**src/rtl/byte_scalar_mul.sv**
```systemverilog
module byte_scalar_mul #(
  parameter int LANES  = 4,
  parameter int LANE_W = 8,
  parameter int SCL_W  = 16
) (
  input  logic                     clk,
  input  logic                     rst,
  input  logic                     in_valid,
  input  logic                     use_upper,
  input  logic [LANES*LANE_W-1:0]  pix_word,
  input  logic [2*SCL_W-1:0]       scl_word,
  output logic                     out_valid,
  output logic [LANES*SCL_W-1:0]   prod_word
);
  localparam int PW    = SCL_W + LANE_W + 1;
  localparam int OUT_W = LANES * SCL_W;
  localparam logic [PW-1:0] RND = PW'(1) << LANE_W;
  localparam logic [LANE_W-1:0] HALF = LANE_W'((1 << (LANE_W - 1)) - 1);

  logic signed [SCL_W-1:0] scalar;
  logic [OUT_W-1:0]        next_word;

  assign scalar = use_upper ? scl_word[2*SCL_W-1:SCL_W] : scl_word[SCL_W-1:0];

  for (genvar r = 0; r < LANES; r++) begin : g_lane
    logic signed [LANE_W:0] pix_x;
    logic signed [PW-1:0]   prod;
    logic signed [PW-1:0]   adj;

    assign pix_x = {1'b0, pix_word[r*LANE_W +: LANE_W]};
    assign prod  = PW'(scalar) * PW'(pix_x);
    assign adj   = prod + ((prod[LANE_W-1:0] > HALF) ? RND : '0);
    assign next_word[r*SCL_W +: SCL_W] = SCL_W'(adj >>> LANE_W);
  end

  always_ff @(posedge clk) begin
    if (rst) begin
      out_valid <= 1'b0;
      prod_word <= '0;
    end else begin
      out_valid <= in_valid;
      if (in_valid) prod_word <= next_word;
    end
  end

  // valid travels exactly one stage
  assert_valid_follows_R6: assert property (@(posedge clk) disable iff (rst)
    in_valid |=> out_valid);
  assert_valid_drops_R6: assert property (@(posedge clk) disable iff (rst)
    !in_valid |=> !out_valid);
  // idle cycles leave the result untouched
  assert_result_held_R7: assert property (@(posedge clk) disable iff (rst)
    !in_valid |=> $stable(prod_word));
  // zero pixels give zero, no earlier content survives
  assert_zero_pixels_R5: assert property (@(posedge clk) disable iff (rst)
    (in_valid && pix_word == '0) |=> (prod_word == '0));
  // a zero in the selected half gives zero whatever the other half holds
  assert_zero_scalar_R2: assert property (@(posedge clk) disable iff (rst)
    (in_valid && scalar == '0) |=> (prod_word == '0));
endmodule

```
**config.mk**
```make
export PLATFORM = sky130hd
export DESIGN_NAME = byte_scalar_mul
export DESIGN_NICKNAME = d
export VERILOG_FILES = /design/src/rtl/byte_scalar_mul.sv
export SDC_FILE = /design/constraint.sdc
export NUM_CORES = 1
export LEC_CHECK = 0
export ABC_AREA = 1
export BUFFER_PORTS_ARGS = -buffer_cell sky130_fd_sc_hd__buf_2
export CORE_UTILIZATION = 47
export DETAILED_ROUTE_END_ITERATION = 16
export GPL_ROUTABILITY_DRIVEN = 0
export GPL_TIMING_DRIVEN = 0
export HOLD_SLACK_MARGIN = 0.05
export MAX_ROUTING_LAYER = met4
export PLACE_DENSITY = 0.65
export SYNTH_ARGS = -nofsm -noshare
export SYNTH_HDL_FRONTEND = slang
export SYNTH_SLANG_ARGS = --single-unit
```
**constraint.sdc**
```tcl
create_clock -name clk -period 5.7 [get_ports clk]
set_input_delay 0.285 -clock clk [delete_from_list [all_inputs] [get_ports clk]]
set_output_delay 0.285 -clock clk [all_outputs]
set_load 0.05 [all_outputs]
```
### Word level (Yosys, flattened, before mapping)

Cells that the tools add are included.

| storage, ports and cells | value |
|---|---|
| memory bits (writable) | 0 |
| word-level logic and storage cells | 19 |
| memory bits (read-only) | 0 |
| bits in latches | 0 |
| output and inout bits | 65 |
| memories | 0 |
| input bits | 68 |
| register bits after elaboration | 65 |

| operators by class | value |
|---|---|
| equality and inequality tests | 0 |
| shift operators | 0 |
| div/mod/pow operators | 0 |
| multipliers | 4 |
| bitwise gates (word level) | 0 |
| muxes and demuxes | 5 |
| $add $sub $neg | 4 |
| order comparisons | 4 |
| reduce and logical (&&, ||, !) cells | 0 |

Operators by type and width:

| operator | count |
|---|---|
| adder 24 x 9 -> 24 bit | 4 |
| multiplier 16 x 9 -> 24 bit | 4 |
| two-way mux 9 bit | 4 |
| > comparator 8 x 7 -> 1 bit, second input constant | 4 |
| two-way mux 16 bit | 1 |

### Longest topological paths before layout

Gate-level depths: netlist of the first run.

| depth | value |
|---|---|
| depth in word-level cells | 5 |
| gate-level depth with buffers | 34 |
| gate-level depth less buffers | 32 |

### Worst setup path after synthesis of the first run

OpenSTA, ideal clock, no wires.

| timing | value |
|---|---|
| path type | in2reg |
| start | input use_upper |
| end | register prod_word[43] |
| setup slack | 274 ps |
| arrival | 5313 ps |
| data required time | 5587 ps |
| path buffers | 2 |
| library setup time | 113 ps |
| stages | 32 |
| cell sequence | inv_2 clkbuf_1 or2_2 nand2_1 inv_1 clkbuf_1 nand2_1 fa_1 inv_1 fa_1 inv_1 fa_1 fa_1 inv_1 ha_1 nand2_1 inv_1 nand2_1 nand2_2 xor2_1 ha_1 inv_1 nor2_1 nand3_1 nor2_1 nand3_2 nor2_4 nand2_1 nand2_1 inv_1 o21ai_1 inv_1 |

| on the way | value |
|---|---|
| cells in the longest elaborated chain, start to end | 5 |

Ends and longest elaborated chain:

| item | line | text |
|---|---|---|
| start, declared | 9 | `input logic use_upper,` |
| two-way mux 16 bit (*) | 23 | `assign scalar = use_upper ? scl_word[2*SCL_W-1:SCL_W] : scl_word[SCL_W-1:0];` |
| multiplier 16 x 9 -> 24 bit (*) | 31 | `assign prod = PW'(scalar) * PW'(pix_x);` |
| > comparator 8 x 7 -> 1 bit | 32 | `assign adj = prod + ((prod[LANE_W-1:0] > HALF) ? RND : '0);` |
| two-way mux 9 bit | 32 |  |
| adder 24 x 9 -> 24 bit (*) | 32 |  |
| end signal, assigned | 42 | `if (in_valid) prod_word <= next_word;` |
| end, declared | 13 | `output logic [LANES*SCL_W-1:0] prod_word` |

Every way passes the cells marked *; elsewhere a longest branch is shown, timed or not.
A chain may end at the register's enable or synchronous reset.

### Worst setup path in the final report of the first run

| timing | value |
|---|---|
| start | input use_upper |
| end | register prod_word[40] |

The elaborated chain is that of the path after synthesis.

==> impl_metrics.ini, run 1 <==
[status]
status = finished, violations left
failed_checks = DRC

[die]
die_area_um2 = 48600
placeableCoreArea_um2 = 46900
die_height_um = 220
start_util_pct = 47.9
floorplan.die.width_um = 220
floorplan.rows = 79
design.portCount = 133

[setup_path]
worstSetupPathType = primary input to flop
worst_path_largest_cell_delay_ps = 570
critPathCaptureType = flop
critical_path.max_fanout = 10
worst_path_dominant_cell_family = adder cells
cp.arrival_ps = 5740
critPathRequiredTime_ps = 5960
startpoint_type = primary input
path_buf_inv = 10
cp_max_delay_cell = fa_1

[job]
cap_violations = 0

[final_layout]
drive_gt1_share_pct = 13.9
area.growth.synth_to_final_pct = 13.3
finalNetCount = 3963
stdcell_count = 3936

[routing]
initialDrtViolationCount = 1589
detailedRoute.firstPassIterationCount = 14
number_of_nets_with_antenna_violations_after_routing = 0
detail_route.drc_violations = 2
routed-via-count = 20683
wl_met1_mm = 28.1
amount_of_wire_on_met2_after_detailed_routing_mm = 34.6
average_via_count_per_standard_cell = 5.25
routed_wl_mm = 71.9
topRoutingLayerUsed = met4
dr_wl_met3_mm = 5.39
wl_per_cell_um = 18.3

[global_route]
grt-ovfl-total = 0
groute.usage.overall_pct = 32.0
grt_pass1_vias = 21730
global_route_wire_length_before_repair_mm = 114
antenna_violations_before_repair = 6
grt_max_degree = 20

[sta]
worst_slew_pin_slew_ps = 1010
fin_max_slew_vios = 0
post-route-min-period_ps = 5480
finClkSkew_ps = 0
worst_slew_margin_rel_pct = 32.9
fmax_ghz = 0.183
post-route-period-util_pct = 96.1
report.final.setup_viol = 0
post-route-worst-setup-slack_ps = 222
timing_hold_violations_final = 0

[synthesis]
async_reset_ff_share_pct = 0
ys_types = 44
post_synth_inst_count = 3160
synth_top_flop_cell = dfxtp_1
synth_nets = 3804
synthesis.area_um2 = 22400
synth_seq_area_share_pct = 5.80
postSynthAreaPerCell_um2 = 7.10
synth_enable_flop_cells = 0
synth-warning-count = 0
ys_ff_latch = 65

[worst_hold_path]
holdCritPathClass = primary input to flop

[clocking]
cts.clk_slew.worst_paths_ps = 60
cts_max_level = 3
cts_hold_buffers = 0
cts_tree = done
clk_path_buf_depth = 2
numCtsBuffers = 9
clk-insertion-delay-late_ps = 380
clock-sinks = 65
ctsRootBufferMaster = clkbuf_16

[placed_design]
dpl.cell_count = 3889
pre_cts_ws_ps = -1780
buffer_ports.inserted = 122
place_hpwl_mm = 60.2
-- placed cells by master, fill, tap and decap left out, types with 44 or more instances in the layout --
| master | Yosys | routed |
|---|---|---|
| ha_1 | 180 | 156 |
| nand2_2 | 28 | 54 |
| o21ai_0 | 86 | 75 |
| buf_2 | 3 | 126 |
| fa_1 | 396 | 392 |
| a21oi_1 | 97 | 74 |
| nand3_1 | 101 | 95 |
| inv_1 | 795 | 784 |
| clkbuf_1 | 81 | 44 |
| nand2_1 | 626 | 588 |
| nor2_1 | 436 | 416 |
| dfxtp_1 | 65 | 65 |
-- per-layer routing --
metal | global-route usage (%) | vias to the layer above
met5 | - | -
met4 | 14.3 | 0
met3 | 5.17 | 204
met2 | 53.4 | 804
met1 | 37.8 | 10076
li1 | - | 9599
-- logic make-up after synthesis --
group,synth area share [%]
simple gates,25.6
buf+inv,14.9
fa+ha+maj,45.4
compound gates,5.22
xor+xnor,3.03
flops,5.80
-- what timing repair did --
| item | 4_1_cts | 5_1_grt |
|---|---|---|
| resized for setup | 115 | 215 |
| setup endpoints to repair | 64 | 47 |
| buffers inserted | 8 | 21 |
| pin swaps | 2 | 34 |
-- metrics by stage --
stage	TNS (ps)	utilization, %	instance area, µm²	hold WS, ps
floorplan	0	-	22400	668
CTS	-22.9	52.4	24500	374
finish	0	54.2	25400	379
global placement	-65800	50.8	23800	487
detailed placement	-74810	50.8	23800	501
global route	-142	54.2	25400	404
-- synthesized netlist by cell type, types with 3 or more instances --
cell type / count / area [µm²]
inv_1: 795 / 2980
nand3b_1: 24 / 180
nand3_2: 10 / 100
dfxtp_1: 65 / 1300
buf_1: 6 / 22.5
nor4_1: 13 / 81.3
xnor2_1: 23 / 201
a31oi_1: 6 / 37.5
nand2_2: 28 / 175
o21ai_0: 86 / 430
xor2_1: 46 / 403
nand2_1: 626 / 2350
o21ai_1: 10 / 50.1
a21o_1: 5 / 37.5
nor2_2: 13 / 81.3
xor2_2: 3 / 48.8
nand3_1: 101 / 505
a21oi_1: 97 / 485
or2_2: 29 / 181
clkbuf_1: 81 / 304
and2_1: 4 / 25.0
buf_2: 3 / 15.0
nand4_1: 16 / 100
a21boi_0: 3 / 22.5
ha_1: 180 / 2250
o21bai_1: 4 / 30.0
nand2_4: 4 / 45.0
clkinv_1: 5 / 18.8
fa_1: 396 / 7930
nor3_2: 3 / 30.0
nor2_4: 10 / 113
nor3_1: 11 / 55.1
nor2_1: 436 / 1640
-- worst reg2reg max path, delay by kind of cell (launching register included) --
kind / cells / cell delay [ps]
DFF: 1 / 320
and+or+nand+nor: 2 / 130
buffers and inverters: 1 / 60
AOI/OAI and AO/OA: 1 / 110
-- final timing paths --
| path | start | end | slack [ps] | depth (start not counted) |
|---|---|---|---|---|
| setup / recovery | use_upper | prod_word[40]$_SDFFE_PP0P_ | 220 | 26 |
| hold reg to reg | prod_word[18]$_SDFFE_PP0P_ | prod_word[18]$_SDFFE_PP0P_ | 520 | 2 |
| hold / removal | rst | prod_word[27]$_SDFFE_PP0P_ | 380 | 4 |
| setup reg to reg | prod_word[52]$_SDFFE_PP0P_ | prod_word[52]$_SDFFE_PP0P_ | 4970 | 4 |
-- final cells by class --
class | count | area, µm²
diodes | 5 | 12.5
plain buffers | 87 | 553
clock buffers | 9 | 225
clock inverters | 7 | 103
fillers | 4549 | 21400
inverters | 802 | 3040
multi-input cells | 2203 | 18600
flip-flops and latches | 65 | 1300
well taps | 607 | 759
repair buffers | 151 | 853
-- registers in the layout, summed over array words and instances, names as in the netlist --
signal,flops
prod_word,64
out_valid,1
Power of run 1 is left out: the tool's default activity adds up to more than one toggle a clock period on the data nets, which glitch-free logic cannot reach.
==> inputs of run 2 (changes only) <==
SETUP_SLACK_MARGIN = 0.3   (was unset)
==> run 2 against run 1 <==
Net effect:
- the run still ends with DRC left
- cell area up 5.5%
- critical endpoint is now prod_word[54]$_SDFFE_PP0P_
- highest routed layer unchanged
- first-iteration DRC count down 5.2%
- worst hold slack better by 0.60 ps
- largest cell class unchanged
- wire length up 3.8%
- die area unchanged
==> impl_metrics.ini, run 2 (synthesis results as in run 1) <==
[setup_path]
worst_path_largest_cell_delay_ps = 540
worstSetupPathType = primary input to flop
startpoint_type = primary input
cp_max_delay_cell = fa_1
reg2reg_to = prod_word[8]$_SDFFE_PP0P_
crit_top_cell = inv_1
regToRegSetupSlack_ps = 4970
critical_path.max_fanout = 10
worst-r2r-cell-count = 4
regToRegStartpoint = prod_word[8]$_SDFFE_PP0P_
critPathRequiredTime_ps = 5930
critPathCaptureType = flop
cp.arrival_ps = 5430

[final_layout]
largest_reg_flops = 64
postLayoutCellArea_um2 = 26800
largestRegisters = prod_word x64, out_valid x1
postLayoutCoreUtil_pct = 57.2
drive_gt1_share_pct = 18.1
largest-register = prod_word
stdcell_count = 3970
area.growth.synth_to_final_pct = 19.5
layout.cells.most_common_list = 779 x inv_1, 565 x nand2_1, 401 x nor2_1, 390 x fa_1
final_common_cell = inv_1
finalNetCount = 3996

[sta]
worst_slew_pin_slew_ps = 1040
finClkSkew_ps = 0
fin_max_slew_vios = 0
fmax_ghz = 0.192
worst_slew_margin_rel_pct = 30.8
rsz0062_at_grt = yes
report.final.setup_viol = 0
timing_hold_violations_final = 0
post-route-period-util_pct = 91.3
post-route-min-period_ps = 5200

[placed_design]
buffer_ports.inserted = 122
dpl_cell_area_um2 = 23800
place_hpwl_mm = 60.3
dpl.cell_count = 3889

[die]
die_height_um = 220
floorplan.rows = 79
start_util_pct = 47.9
design.portCount = 133
die_area_um2 = 48600
placeableCoreArea_um2 = 46900
floorplan.die.width_um = 220

[worst_hold_path]
hold_path.startpoint = rst
worst_hold_path.num_cells = 4
hold_path_end = prod_word[27]$_SDFFE_PP0P_
holdCritPathClass = primary input to flop

[routing]
wl_per_cell_um = 18.8
detail_route.drc_violations = 4
initialDrtViolationCount = 1507
average_via_count_per_standard_cell = 5.31
routed-via-count = 21073
routed_wl_mm = 74.6
detailedRoute.firstPassIterationCount = 14
number_of_nets_with_antenna_violations_after_routing = 0

[clocking]
clk_path_buf_depth = 2
numCtsBuffers = 9
ctsRootBufferMaster = clkbuf_16
cts.clk_slew.worst_paths_ps = 70
cts_max_level = 3
cts_tree = done
clock-sinks = 65
clk-insertion-delay-late_ps = 370

[global_route]
grt-ovfl-total = 0
global_route_wire_length_before_repair_mm = 115
antenna_violations_before_repair = 4
grt_pass1_vias = 21699
groute.usage.overall_pct = 32.2
grt_max_degree = 15

[status]
failed_checks = DRC
status = finished, violations left

[job]
cap_violations = 0
==> run 2: cell type report <==
cell class	count	area, µm²
antenna	6	15.0
buffer	90	763
clock buffer	9	225
clock inverter	7	81.3
fill	4383	20000
inverter	802	3070
multi-input combinational	2203	19400
sequential	65	1300
tap	607	759
timing repair buffer	181	1210
==> run 2: metal layers <==
| metal | global-route usage (%) | part of all wire [%] | vias to the layer above |
|---|---|---|---|
| met4 | 13.3 | 4.9 | 0 |
| li1 | - | - | 9661 |
| met5 | - | 0 | - |
| met3 | 5.51 | 8.4 | 221 |
| met2 | 53.8 | 48 | 873 |
| met1 | 38.4 | 39 | 10318 |
==> run 2: how the worst max path moves through the flow <==
stage	slack, ps	cells after the start	startpoint	endpoint
after global routing	250	29	use_upper	prod_word[54]$_SDFFE_PP0P_
after detailed placement	-1680	30	use_upper	prod_word[10]$_SDFFE_PP0P_
after CTS	260	29	use_upper	prod_word[60]$_SDFFE_PP0P_
final	500	29	use_upper	prod_word[54]$_SDFFE_PP0P_
after global placement	-1580	30	use_upper	prod_word[10]$_SDFFE_PP0P_
after floorplan	320	29	use_upper	prod_word[10]$_SDFFE_PP0P_
==> run 2: critical path: cells and delay by family <==
family,cells,cell delay (ps)
buffers and inverters,10,890
AND/OR/NAND/NOR,10,1120
XOR/XNOR,1,240
adder cells (fa/ha/maj),6,2550
AO/OA/AOI/OAI,2,310
==> run 2: stage by stage <==
step | worst slack, ps | setup TNS [ps] | hold slack, ps
after global routing | 253 | 0 | 428
after global placement | -1580 | -64420 | 488
after CTS | 261 | 0 | 370
after detailed placement | -1680 | -70860 | 487
final | 498 | 0 | 380
after floorplan | 316 | 0 | 668
==> run 2: what timing repair did <==
item	4_1_cts	5_1_grt
gates cloned	0	5
setup endpoints to repair	64	49
pin swaps	24	86
hold buffers	0	0
setup buffers	20	34
gates resized for setup	236	315
Power of run 2 is left out for the same reason.
